`src/rtl/i2c_expander_master.sv`:
```
module i2c_expander_master #(
  parameter int DIV_W = 12,
  parameter logic [3:0] GROUP = 4'b0100
) (
  input  logic             clk,
  input  logic             rst_n,
  input  logic [DIV_W-1:0] quarter_div,
  input  logic             req_start,
  input  logic [2:0]       req_dev,
  input  logic             req_rd,
  input  logic [7:0]       req_pattern,
  input  logic [7:0]       req_inmask,
  output logic             busy,
  output logic             done,
  output logic [7:0]       rd_data,
  output logic             ack_err,
  input  logic             sda_in,
  output logic             scl_drive_low,
  output logic             sda_drive_low
);

  localparam int NSLOT = 18;
  localparam int SLOT_W = $clog2(NSLOT);
  localparam logic [SLOT_W-1:0] LAST_SLOT = SLOT_W'(NSLOT - 1);
  localparam logic [SLOT_W-1:0] ACK1_SLOT = SLOT_W'(8);

  typedef enum logic [1:0] {PH_IDLE, PH_START, PH_XFER, PH_STOP} phase_t;

  phase_t            phase;
  logic [1:0]        qtr;
  logic [SLOT_W-1:0] slot;
  logic [DIV_W-1:0]  cnt, div_q;
  logic [7:0]        addr_q, data_q, rx_q;
  logic              rd_q, err_q, done_q;

  wire tick      = (cnt == '0);
  wire in_addr   = (slot < SLOT_W'(8));
  wire in_data   = (slot > ACK1_SLOT) && (slot < LAST_SLOT);
  wire ack_slot  = (slot == ACK1_SLOT) || (slot == LAST_SLOT && !rd_q);
  wire [2:0] bidx = in_addr ? ~slot[2:0] : 3'd0 - slot[2:0];

  logic tx_bit;
  always_comb begin
    if (in_addr)               tx_bit = addr_q[bidx];
    else if (in_data && !rd_q) tx_bit = data_q[bidx];
    else                       tx_bit = 1'b1;
  end

  always_comb begin
    unique case (phase)
      PH_START: begin
        scl_drive_low = (qtr == 2'd3);
        sda_drive_low = (qtr != 2'd0);
      end
      PH_XFER: begin
        scl_drive_low = (qtr == 2'd0) || (qtr == 2'd3);
        sda_drive_low = !tx_bit;
      end
      PH_STOP: begin
        scl_drive_low = (qtr == 2'd0);
        sda_drive_low = (qtr < 2'd2);
      end
      default: begin
        scl_drive_low = 1'b0;
        sda_drive_low = 1'b0;
      end
    endcase
  end

  always_ff @(posedge clk or negedge rst_n) begin
    if (!rst_n) begin
      phase  <= PH_IDLE;
      qtr    <= '0;
      slot   <= '0;
      cnt    <= '0;
      div_q  <= '0;
      addr_q <= '0;
      data_q <= '0;
      rx_q   <= '0;
      rd_q   <= 1'b0;
      err_q  <= 1'b0;
      done_q <= 1'b0;
    end else begin
      done_q <= 1'b0;
      if (phase == PH_IDLE) begin
        if (req_start) begin
          phase  <= PH_START;
          qtr    <= '0;
          slot   <= '0;
          cnt    <= quarter_div;
          div_q  <= quarter_div;
          addr_q <= {GROUP, req_dev, req_rd};
          data_q <= req_pattern | req_inmask;
          rd_q   <= req_rd;
          err_q  <= 1'b0;
        end
      end else if (!tick) begin
        cnt <= cnt - 1'b1;
      end else begin
        cnt <= div_q;
        qtr <= qtr + 1'b1;
        if (phase == PH_XFER && qtr == 2'd1) begin
          if (ack_slot && sda_in) err_q <= 1'b1;
          if (in_data && rd_q)    rx_q  <= {rx_q[6:0], sda_in};
        end
        if (qtr == 2'd3) begin
          unique case (phase)
            PH_START: begin
              phase <= PH_XFER;
              slot  <= '0;
            end
            PH_XFER: begin
              if (slot == LAST_SLOT) phase <= PH_STOP;
              else                   slot  <= slot + 1'b1;
            end
            default: begin
              phase  <= PH_IDLE;
              done_q <= 1'b1;
            end
          endcase
        end
      end
    end
  end

  assign busy    = (phase != PH_IDLE);
  assign done    = done_q;
  assign rd_data = rx_q;
  assign ack_err = err_q;

endmodule

```
`config.mk`:
```
export PLATFORM = sky130hd
export DESIGN_NAME = i2c_expander_master
export DESIGN_NICKNAME = d
export VERILOG_FILES = /design/src/rtl/i2c_expander_master.sv
export SDC_FILE = /design/constraint.sdc
export NUM_CORES = 1
export LEC_CHECK = 0
export BUFFER_PORTS_ARGS = -buffer_cell sky130_fd_sc_hd__buf_4
export CAP_MARGIN = 30
export CORE_MARGIN = 2
export CORE_UTILIZATION = 45
export CTS_BUF_LIST = sky130_fd_sc_hd__clkbuf_4 sky130_fd_sc_hd__clkbuf_8 sky130_fd_sc_hd__clkbuf_16
export CTS_CLUSTER_DIAMETER = 80
export DETAILED_ROUTE_END_ITERATION = 10
export PLACE_DENSITY = 0.68
export SYNTH_ARGS = -nofsm -noshare
export SYNTH_HDL_FRONTEND = slang
export SYNTH_SLANG_ARGS = --single-unit
```
`constraint.sdc`:
```
create_clock -name clk -period 2.6 [get_ports clk]
set_input_delay 0.39 -clock clk [delete_from_list [all_inputs] [get_ports clk]]
set_output_delay 0.39 -clock clk [all_outputs]
set_load 0.05 [all_outputs]
```
# Word level (Yosys, flattened, before mapping)
# Index checks and enable logic that the tools add are counted.
# W data, S select, Z words.
# word_totals
reg_bits	57
in_bits	36
output_inout_bits	13
# op_classes
add_sub_neg	4
order_cmp	5
eq_ne	10
muxes	36
n_bitwise	3
n_reduce_logical	27
# op_table
operator	count
$mux W12	3
$mux W5	5
$mux W2	8
$mux W1	13
$logic_not A12 Y1	1
$reduce_and A4 Y1	3
$reduce_bool A2 Y1	6
$sub A12 B1 Y12 const B	1
$pmux W5 S2	1
$or A8 B8 Y8	1
$bmux W1 S3	2
$eq A2 B2 Y1 const B	3
$logic_and A1 B1 Y1	6
$pmux W1 S3	2
$add A5 B1 Y5 const B	1
$eq A5 B4 Y1 const B	1
$eq A5 B5 Y1 const B	1
$gt A5 B4 Y1 const B	1
$lt A5 B4 Y1 const B	1
$lt A5 B5 Y1 const B	1
$reduce_and A5 Y1	1
$eq A2 B1 Y1 const B	2
$logic_not A2 Y1	2
$lt A3 B4 Y1 const B	1
other kinds (15)	18

# Longest topological paths before layout
# Gate-level depths: netlist of run 1.
# depth
word_depth	8
depth_mapped	8
mapped_depth_nobuf	7

# Least setup slack after synthesis of run 1
# No wires, ideal clock.
# synth_timing
path_kind	flip-flop to output port
startpoint	register slot[0]
endpoint	output port sda_drive_low
arrival_time_ns	2.809
required_time_ns	2.210
slack_ns	-0.599
stages_incl_launch_ff	9
n_path_buf	1
path_cell_list	dfrtp_1 -> clkbuf_1 -> inv_1 -> ha_1 -> o21ai_0 -> xnor2_1 -> mux2_2 -> or3_1 -> a41oi_1
# synth_via
elab_chain_cells	8
word_cells_on_any_way	16
# synth_lines
element	line	text
from (decl)	31	logic [SLOT_W-1:0] slot;
from (signal assigned)	114	else slot <= slot + 1'b1;
$lt A5 B4 Y1, or another cell as far along	37	wire in_addr = (slot < SLOT_W'(8));
$mux W3	40	wire [2:0] bidx = in_addr ? ~slot[2:0] : 3'd0 - slot[2:0];
$bmux W1 S3	45	else if (in_data && !rd_q) tx_bit = data_q[bidx];
$mux W1 (implied by the code)	45	
$mux W1	45	
$mux W1 *	44	if (in_addr) tx_bit = addr_q[bidx];
$logic_not A1 Y1 *	57	sda_drive_low = !tx_bit;
$pmux W1 S3 *	50	unique case (phase)
to (decl)	19	output logic sda_drive_low
# Mark *: on every way between the ends. The rest lies on a longest branch, timed or not. The select of a mux whose other input is x is not followed.

# Final worst setup path of run 1
# Same ends and word-level chain as after synthesis.

==> results.py, run 1 <==
metrics = {
    "setup_path": {
        "cp.required_ns": 2.21,
        "start_kind": "register",
        "crit_arrival_ns": 2.27,
        "worst_setup_path_end_kind": "output port",
        "rr_startpoint": "cnt[6]$_DFFE_PN0P_",
        "path_max_fanout": 2,
        "path_class": "register to output port",
        "startpoint": "slot[0]$_DFFE_PN0P_",
    },
    "sta": {
        "period_needed_ns": 2.66,
        "hold_viol": 0,
        "worst_clock_skew_ns": 0.00888,
        "worst_slack_ns": -0.0591,
        "setup_viol_count_final": 1,
        "slew_viol_final": 0,
        "min_period_over_period_pct": 102,
        "fmax_ghz": 0.376,
        "rsz0062_at_grt": "true",
        "relSlewSlack_pct": 51.2,
        "tns_ns": -0.0591,
        "tightestPinTransition_ns": 0.732,
    },
    "final_layout": {
        "drive_above_1_share_pct": 33.2,
        "antenna_cells": 0,
        "final_cells": 469,
        "final_util_pct": 57.8,
        "nets": 421,
        "syn2layout_area_growth_pct": 24.2,
    },
    "synthesis": {
        "ys_seq_area_share_pct": 44.4,
        "async_flop_share_pct": 100,
        "syn_area_per_cell_um2": 10.1,
        "yosys_most_used_dff": "dfrtp_1",
        "syn_inst": 313,
        "yosysTopAreaCell": "dfrtp_1",
        "yosys.area.top_type_share_pct": 44.4,
        "netlist-cell-type-count": 55,
        "ys_ff_latch": 56,
        "netlist_area_um2": 3160,
        "yosysMostFrequentCell": "dfrtp_1",
        "synth_area_leaders": "dfrtp_1, mux2_2, ha_1, nand2_1, o21ai_0",
        "synth-edff-count": 0,
        "synth_commonest_cells": "dfrtp_1, nand2_1, mux2_2, o21ai_0, inv_1",
        "synth_nets": 362,
        "synth_warnings": 0,
    },
    "route": {
        "ant_nets": 0,
        "vias": 2563,
        "first_pass_iters": 4,
        "routed_wl_um": 7220,
        "vias_per_cell": 5.46,
        "wl_per_cell_um": 15.4,
        "drt_iter0_markers": 112,
        "drc": 0,
    },
    "clock_network": {
        "cts.clk_slew.worst_paths_ns": 0.10,
        "cts_tree": "done",
        "clock_sinks": 56,
        "clockBufferDepth": 2,
        "insertion_delay_ns": 0.31,
        "h-tree-depth": 2,
        "clockRootBuffer": "clkbuf_8",
        "cts_buffers": 5,
    },
    "global_route": {
        "groute.usage.overall_pct": 19.4,
        "grt_pass1_wl_um": 11700,
        "grt-ovfl-total": 0,
        "grt_pass1_vias": 2506,
        "antenna_found_initial": 0,
        "grt_max_degree": 57,
    },
    "place": {
        "post-dp-hpwl_um": 5020,
        "numPortBuffers": 48,
        "gp_congestion": 0.884,
        "dp_cells": 455,
    },
    "run_status": {
        "status": "finished with violations",
        "violations": "negative setup slack",
    },
    "job": {
        "cap_violations": 0,
    },
    "power_and_ir_drop": {
        "combPwrFrac_pct": 5.4,
        "switchingPower_w": 0.000320,
        "power_leakage_nw": 1.82,
        "power_density_nw_per_um2": 375,
        "seq_power_share_pct": 59.2,
        "power_switching_share_pct": 21.8,
        "irDropWorstVdd_mv": 0.252,
        "p_int_w": 0.00115,
        "clockPowerShare_pct": 35.4,
    },
    "floorplanning": {
        "rows": 30,
        "start_util_pct": 46.5,
        "io_pins": 49,
        "die_h_um": 87.8,
        "dieArea_um2": 7700,
        "core_area_um2": 6790,
        "fp.dieW_um": 87.8,
    },
    "hold_path": {
        "hold_class": "primary input to asynchronous set/reset pin",
    },
}
## kinds of logic (layout without fill, tap and decap cells)
| group | Yosys count | after routing | synth area share [%] |
|---|---|---|---|
| mux | 43 | 43 | 15.2 |
| simple gates | 93 | 93 | 15.5 |
| compound gates | 72 | 72 | 14.5 |
| buf+inv | 30 | 90 | 3.61 |
| flops | 56 | 56 | 44.4 |
| fa+ha+maj | 13 | 13 | 5.15 |
| xor+xnor | 6 | 6 | 1.66 |
## final timing paths
kind,cells after the start,end,slack [ns]
worst min-delay path,1,rd_data[7]$_DFFE_PN0P_,0.12
worst min register to register,2,data_q[7]$_DFFE_PN0P_,0.48
worst max-delay path,8,sda_drive_low,-0.06
max in group asynchronous,1,div_q[1]$_DFFE_PN0P_,1.98
worst max register to register,5,rd_data[3]$_DFFE_PN0P_,0.26
min in group clk,3,data_q[5]$_DFFE_PN0P_,0.29
## power by group through the flow
stage               Combinational [W]  Clock, W  Sequential, W
finish                      0.0000791  0.000522       0.000871
global route                0.0000872  0.000571       0.000872
CTS                         0.0000808  0.000537       0.000872
detailed placement          0.0000807         0       0.000889
global placement            0.0000792         0       0.000889
floorplan                   0.0000144         0       0.000892
## cell usage in the layout (no fill, tap or decap), types with 2 or more instances in the layout
cell type,count
mux2i_1,12
dfrtp_1,56
or4_1,3
o31a_1,2
clkbuf_8,6
nand2_1,39
o21ai_0,28
a32oi_1,2
clkbuf_4,2
nand4_1,2
a22oi_1,3
ha_1,10
nand2b_1,2
a21o_1,2
ha_4,3
xor2_1,2
nor3_1,10
inv_1,11
and3_1,2
o311ai_0,2
o22ai_1,3
nor2_1,11
a21oi_1,12
nor4_1,5
nor2b_1,2
nand3_1,3
o31ai_1,3
buf_4,67
xnor2_1,3
mux2_2,29
## per-layer routing
metal / global-route usage [%] / up-vias / part of all wire (%)
met2: 33.3 / 39 / 49
met4: 6.15 / 0 / 1.4
met1: 25.2 / 1258 / 47
li1: - / 1257 / -
met5: 0 / - / 0
met3: 3.11 / 9 / 2.4
## critical path, cell delays in order (launching register included)
cell and delay (ns):
dfrtp_1 0.43, inv_4 0.08, ha_4 0.15, o21ai_4 0.07, xnor2_2 0.21, mux2_4 0.32, or3_4 0.34, a41oi_4 0.18
buf_6 0.18
## registers in the layout, indices dropped and copies added (netlist names)
name	count
qtr	2
cnt	12
addr_q	5
ack_err	1
phase	2
data_q	8
done	1
rd_data	8
slot	5
div_q	12
## layout make-up
class                      instances  area (um^2)
sequential                        56         1400
timing repair buffer              68          514
clock buffer                       8         97.6
tap                               96          120
inverter                          14         58.8
fill                             620         2870
multi-input combinational        227         1730
## metrics by stage
step	cell area, um^2	hold WS (ns)	total power (W)	setup WS, ns
3_3_place_gp	3720	0.450	0.000968	0.123
4_1_cts	3870	0.157	0.00149	-0.000564
5_1_grt	3920	0.190	0.00153	-0.112
3_5_place_dp	3720	0.461	0.000969	0.0711
2_1_floorplan	3210	0.0944	0.000906	0.00104
6_report	3920	0.116	0.00147	-0.0591
## what timing repair did
action | in CTS | in global routing
buffers inserted | 3 | 3
cloned | 0 | 0
hold buffers | 0 | 0
resized for setup | 7 | 5
endpoints found under the setup margin | 1 | 1
pin swaps | 3 | 4
Power figures use the tool's default switching activity.
==> run 2: changes to the inputs <==
RECOVER_POWER = 100   (was not set)
==> run 2 against run 1 <==
The run still ends with negative setup slack left. Fmax barely moved. Setup slack barely moved. Hold slack better by 0.17 ns. Global-route usage stayed put. Critical path depth did not move. Sequential power about the same. Design area down 1.4%. Register-to-register slack worse by 0.11 ns. Clock power about the same. Via count is 0.62% higher.
==> results.py, run 2 (same netlist as run 1, synthesis figures left out) <==
metrics = {
    "run_status": {
        "status": "finished with violations",
        "violations": "negative setup slack",
    },
    "final_layout": {
        "nets": 421,
        "final_common_cell": "dfrtp_1",
        "drive_above_1_share_pct": 29.8,
        "final_cells": 469,
        "mostFrequentLayoutCells": "dfrtp_1, buf_4, nand2_1",
        "fillers": 633,
        "syn2layout_area_growth_pct": 22.5,
        "antenna_cells": 0,
        "reg_top3": "cnt x12, div_q x12",
    },
    "floorplanning": {
        "core_area_um2": 6790,
        "fp.dieW_um": 87.8,
        "start_util_pct": 46.5,
        "die_h_um": 87.8,
        "rows": 30,
        "io_pins": 49,
        "dieArea_um2": 7700,
    },
    "global_route": {
        "grt_pass1_vias": 2506,
        "grt_max_degree": 57,
        "groute.usage.overall_pct": 19.4,
        "antenna_found_initial": 0,
        "grt-ovfl-total": 0,
        "grt_pass1_wl_um": 11700,
    },
    "sta": {
        "worst_slack_ns": -0.0595,
        "period_needed_ns": 2.66,
        "fmax_ghz": 0.376,
        "worst_clock_skew_ns": 0.00790,
        "setup_viol_count_final": 1,
        "whs_ns": 0.287,
        "tns_ns": -0.0595,
        "min_period_over_period_pct": 102,
        "hold_viol": 0,
        "slew_viol_final": 0,
        "relSlewSlack_pct": 4.78,
        "tightestPinTransition_ns": 1.43,
        "rsz0062_at_grt": "true",
    },
    "route": {
        "drt_iter0_markers": 132,
        "vias": 2579,
        "ant_nets": 0,
        "vias_per_cell": 5.50,
        "drc": 0,
        "routed_wl_um": 7220,
        "wl_per_cell_um": 15.4,
        "first_pass_iters": 4,
    },
    "power_and_ir_drop": {
        "irDropWorstVdd_mv": 0.253,
        "power_density_nw_per_um2": 381,
        "p_total_w": 0.00147,
        "power_leakage_nw": 1.77,
    },
    "clock_network": {
        "cts.clk_slew.worst_paths_ns": 0.10,
        "h-tree-depth": 2,
        "cts_hold_buf": 0,
        "cts_tree": "done",
        "clock_sinks": 56,
        "clockBufferDepth": 2,
        "clockRootBuffer": "clkbuf_8",
        "cts_buffers": 5,
        "insertion_delay_ns": 0.31,
    },
    "place": {
        "numPortBuffers": 48,
        "dp_cells": 455,
        "post-dp-hpwl_um": 5020,
        "gp_congestion": 0.884,
    },
    "setup_path": {
        "rr_startpoint": "phase[0]$_DFFE_PN0P_",
        "crit_arrival_ns": 2.27,
        "worst_setup_path_end_kind": "output port",
        "path_max_fanout": 2,
        "startpoint": "slot[0]$_DFFE_PN0P_",
        "path_class": "register to output port",
        "start_kind": "register",
        "cp.required_ns": 2.21,
    },
    "hold_path": {
        "hold_class": "primary input to register",
        "worstHoldStart": "req_pattern[5]",
    },
    "job": {
        "cap_violations": 0,
    },
}
run 2: changes by cell type in the layout (fill, tap and decap cells not counted):
cell | before | now
or4_4 | 1 | 0
buf_4 | 67 | 52
buf_2 | 0 | 1
clkbuf_2 | 0 | 2
or4_1 | 3 | 4
clkbuf_1 | 0 | 12
run 2: what timing repair did:
item,in CTS,in global routing
gates cloned,0,0
resized for setup,7,5
buffers inserted,3,3
setup endpoints to repair,1,1
pin swaps,3,4
run 2: power by group:
part / switching [W] / total, W / internal (W)
logic: 0.0000372 / 0.0000777 / 0.0000406
registers: 0.000000446 / 0.000872 / 0.000871
clock network: 0.000284 / 0.000523 / 0.000239
run 2: metrics by stage:
stage               worst slack [ns]  util [%]  area, um^2
floorplan                    0.00104         -        3210
global placement               0.123      54.8        3720
detailed placement            0.0711      54.8        3720
CTS                        -0.000564      57.0        3870
global route                  -0.112      56.9        3870
finish                       -0.0595      56.9        3870
run 2: metal layers:
metal | up-vias | GRT usage, % | part of all wire (%)
met3 | 9 | 3.11 | 3.1
met1 | 1263 | 25.2 | 46
met4 | 0 | 6.15 | 1.4
met2 | 51 | 33.3 | 49
li1 | 1256 | - | -
met5 | - | 0 | 0
run 2: area by class of cell:
type                       count  area (um^2)  area share [%]
tap                           96          120            3.11
sequential                    56         1400            36.2
timing repair buffer          68          462            11.9
clock buffer                   8         97.6            2.52
inverter                      14         58.8            1.52
multi-input combinational    227         1730            44.7
run 2: path summary, 6_finish.rpt:
path / end / slack [ns] / cells after the start
worst max-delay path: sda_drive_low / -0.06 / 8
worst min-delay path: data_q[5]$_DFFE_PN0P_ / 0.29 / 3
worst max register to register: div_q[9]$_DFFE_PN0P_ / 0.15 / 6
worst min register to register: data_q[7]$_DFFE_PN0P_ / 0.48 / 2
max in group asynchronous: qtr[0]$_DFFE_PN0P_ / 1.34 / 1
min in group asynchronous: rd_data[3]$_DFFE_PN0P_ / 0.39 / 1
run 2: worst max-delay path: stages (launching register included):
cell,delay (ns)
dfrtp_1,0.43
inv_4,0.08
ha_4,0.15
o21ai_4,0.07
xnor2_2,0.21
mux2_4,0.32
or3_4,0.34
a41oi_4,0.18
buf_6,0.18
==> run 3: changes to the inputs <==
CELL_PAD_IN_SITES_DETAIL_PLACEMENT = 1   (was not set)
CELL_PAD_IN_SITES_GLOBAL_PLACEMENT = 2   (was not set)
CORE_UTILIZATION = 32   (was 45)
PLACE_DENSITY = not set   (was 0.68)
PLACE_DENSITY_LB_ADDON = 0.1   (was not set)
==> run 3 against run 2 <==
The run still ends with negative setup slack left. Clock-buffer cell count down 2. Non-clock buffer count up 3. Global-route usage down 2.6 points. First-iteration DRC count down 46%. Critical endpoint unchanged. Largest power group unchanged. Highest routed layer unchanged.
==> results.py, run 3 (same netlist as run 1, synthesis figures left out) <==
metrics = {
    "clock_network": {
        "h-tree-depth": 2,
        "cts_hold_buf": 0,
        "cts_tree": "done",
        "insertion_delay_ns": 0.32,
        "clock_sinks": 56,
        "clockRootBuffer": "clkbuf_8",
        "clockBufferDepth": 2,
        "cts_buffers": 5,
        "cts.clk_slew.worst_paths_ns": 0.11,
    },
    "sta": {
        "tightestPinTransition_ns": 1.48,
        "rsz0062_at_grt": "true",
        "fmax_ghz": 0.371,
        "worst_clock_skew_ns": 0.00761,
        "worst_slack_ns": -0.0923,
        "slew_viol_final": 0,
        "period_needed_ns": 2.69,
        "whs_ns": 0.287,
        "min_period_over_period_pct": 104,
        "relSlewSlack_pct": 1.47,
        "setup_viol_count_final": 9,
        "hold_viol": 0,
    },
    "global_route": {
        "use_met2_pct": 29.3,
        "grt_pass1_wl_um": 13800,
        "grt-ovfl-total": 0,
        "met1_usage_pct": 21.8,
        "groute.usage.overall_pct": 16.8,
        "antenna_found_initial": 0,
        "busiest_layer": "met2",
        "grt_pass1_vias": 2682,
        "grt_max_degree": 57,
        "grtUsageMet3_pct": 3.09,
    },
    "floorplanning": {
        "die_h_um": 103,
        "dieArea_um2": 10700,
        "fp.dieW_um": 103,
        "io_pins": 49,
        "start_util_pct": 32.6,
        "rows": 36,
        "core_area_um2": 9680,
    },
    "setup_path": {
        "cp.required_ns": 2.21,
        "r2r_slack_ns": -0.08,
        "crit_slowest_cell": "dfrtp_1",
        "worst_setup_path_end_kind": "output port",
        "start_kind": "register",
        "crit_family": "flip-flops",
        "crit_buf_inv": 3,
        "startpoint": "slot[0]$_DFFE_PN0P_",
        "crit_arrival_ns": 2.30,
        "critPathMaxStageDelay_ns": 0.42,
        "rr_worst_depth": 5,
        "rr_startpoint": "cnt[6]$_DFFE_PN0P_",
        "path_cells": "inv_4, ha_4, o21ai_4, xnor2_2, buf_4, mux2_4, or3_4, a41oi_4, buf_6",
        "path_max_fanout": 2,
        "path_class": "register to output port",
        "timing.rr.end": "rd_data[5]$_DFFE_PN0P_",
    },
    "final_layout": {
        "mostFrequentLayoutCells": "dfrtp_1, buf_4, nand2_1",
        "syn2layout_area_growth_pct": 23.0,
        "drive_above_1_share_pct": 29.0,
        "reg_top3": "cnt x12, div_q x12",
        "antenna_cells": 0,
        "multiInputGateArea_um2": 1690,
        "final_common_cell": "dfrtp_1",
        "regArea_um2": 1400,
        "fillers": 1120,
        "nets": 424,
    },
    "place": {
        "numPortBuffers": 48,
        "gp_congestion": 0.774,
        "post-dp-hpwl_um": 6090,
        "dpl_worst_slack_ns": 0.0744,
    },
    "hold_path": {
        "hold_class": "primary input to register",
        "whs_endpoint": "data_q[7]$_DFFE_PN0P_",
        "whs_path_depth": 3,
        "worstHoldStart": "req_pattern[7]",
    },
    "route": {
        "drt_iter0_markers": 71,
        "wl_per_cell_um": 16.5,
        "drc": 0,
        "vias_per_cell": 5.07,
        "vias": 2581,
        "first_pass_iters": 4,
        "ant_nets": 0,
        "routed_wl_um": 8410,
    },
    "run_status": {
        "status": "finished with violations",
        "violations": "negative setup slack",
    },
    "power_and_ir_drop": {
        "power_leakage_nw": 1.75,
        "power_density_nw_per_um2": 382,
        "irDropWorstVdd_mv": 0.195,
    },
    "job": {
        "cap_violations": 0,
    },
}
## run 3: routing by layer
layer  wire, um  share of wire (%)
met5          0                  0
met2       4300                 51
met1       3780                 45
met3        257                3.1
met4         73               0.87
## run 3: final cells by class
cell class,instances,area share (%)
inverter,14,1.42
timing repair buffer,71,12.3
multi-input combinational,227,43.5
clock inverter,2,0.354
tap,133,4.28
clock buffer,6,2.13
sequential,56,36.1
## run 3: power breakdown
| part | leakage [nW] | total (W) | internal [W] | switching [W] |
|---|---|---|---|---|
| Sequential | 0.708 | 0.000872 | 0.000871 | 0.000000600 |
| Combinational | 0.987 | 0.0000782 | 0.0000405 | 0.0000377 |
| Clock | 0.0516 | 0.000535 | 0.000219 | 0.000316 |
## run 3: metrics by stage
stage	util [%]	TNS, ns	power, W	cells	area (um^2)
after global placement	39.1	0	0.000970	494	3780
after detailed placement	39.1	0	0.000971	494	3780
final	40.1	-0.673	0.00149	509	3880
after global routing	40.1	-3.50	0.00155	509	3880
after floorplan	-	0	0.000906	313	3210
after CTS	40.9	-0.0507	0.00151	509	3960
## run 3: worst max path at each step
stage	endpoint	depth (start not counted)
floorplan	sda_drive_low	8
global placement	sda_drive_low	8
detailed placement	sda_drive_low	8
CTS	sda_drive_low	9
global route	sda_drive_low	9
finish	sda_drive_low	9
## run 3: timing repair
action / 4_1_cts / 5_1_grt
gates resized for setup: 6 / 0
buffers inserted: 8 / 0
endpoints found under the setup margin: 1 / 1
pin swaps: 4 / 0
## run 3: tightest hold or removal path, delay by kind of cell
family | cells | cell delay, ns
AND/OR/NAND/NOR | 1 | 0.06
AO/OA/AOI/OAI | 1 | 0.06
buffers and inverters | 1 | 0.07
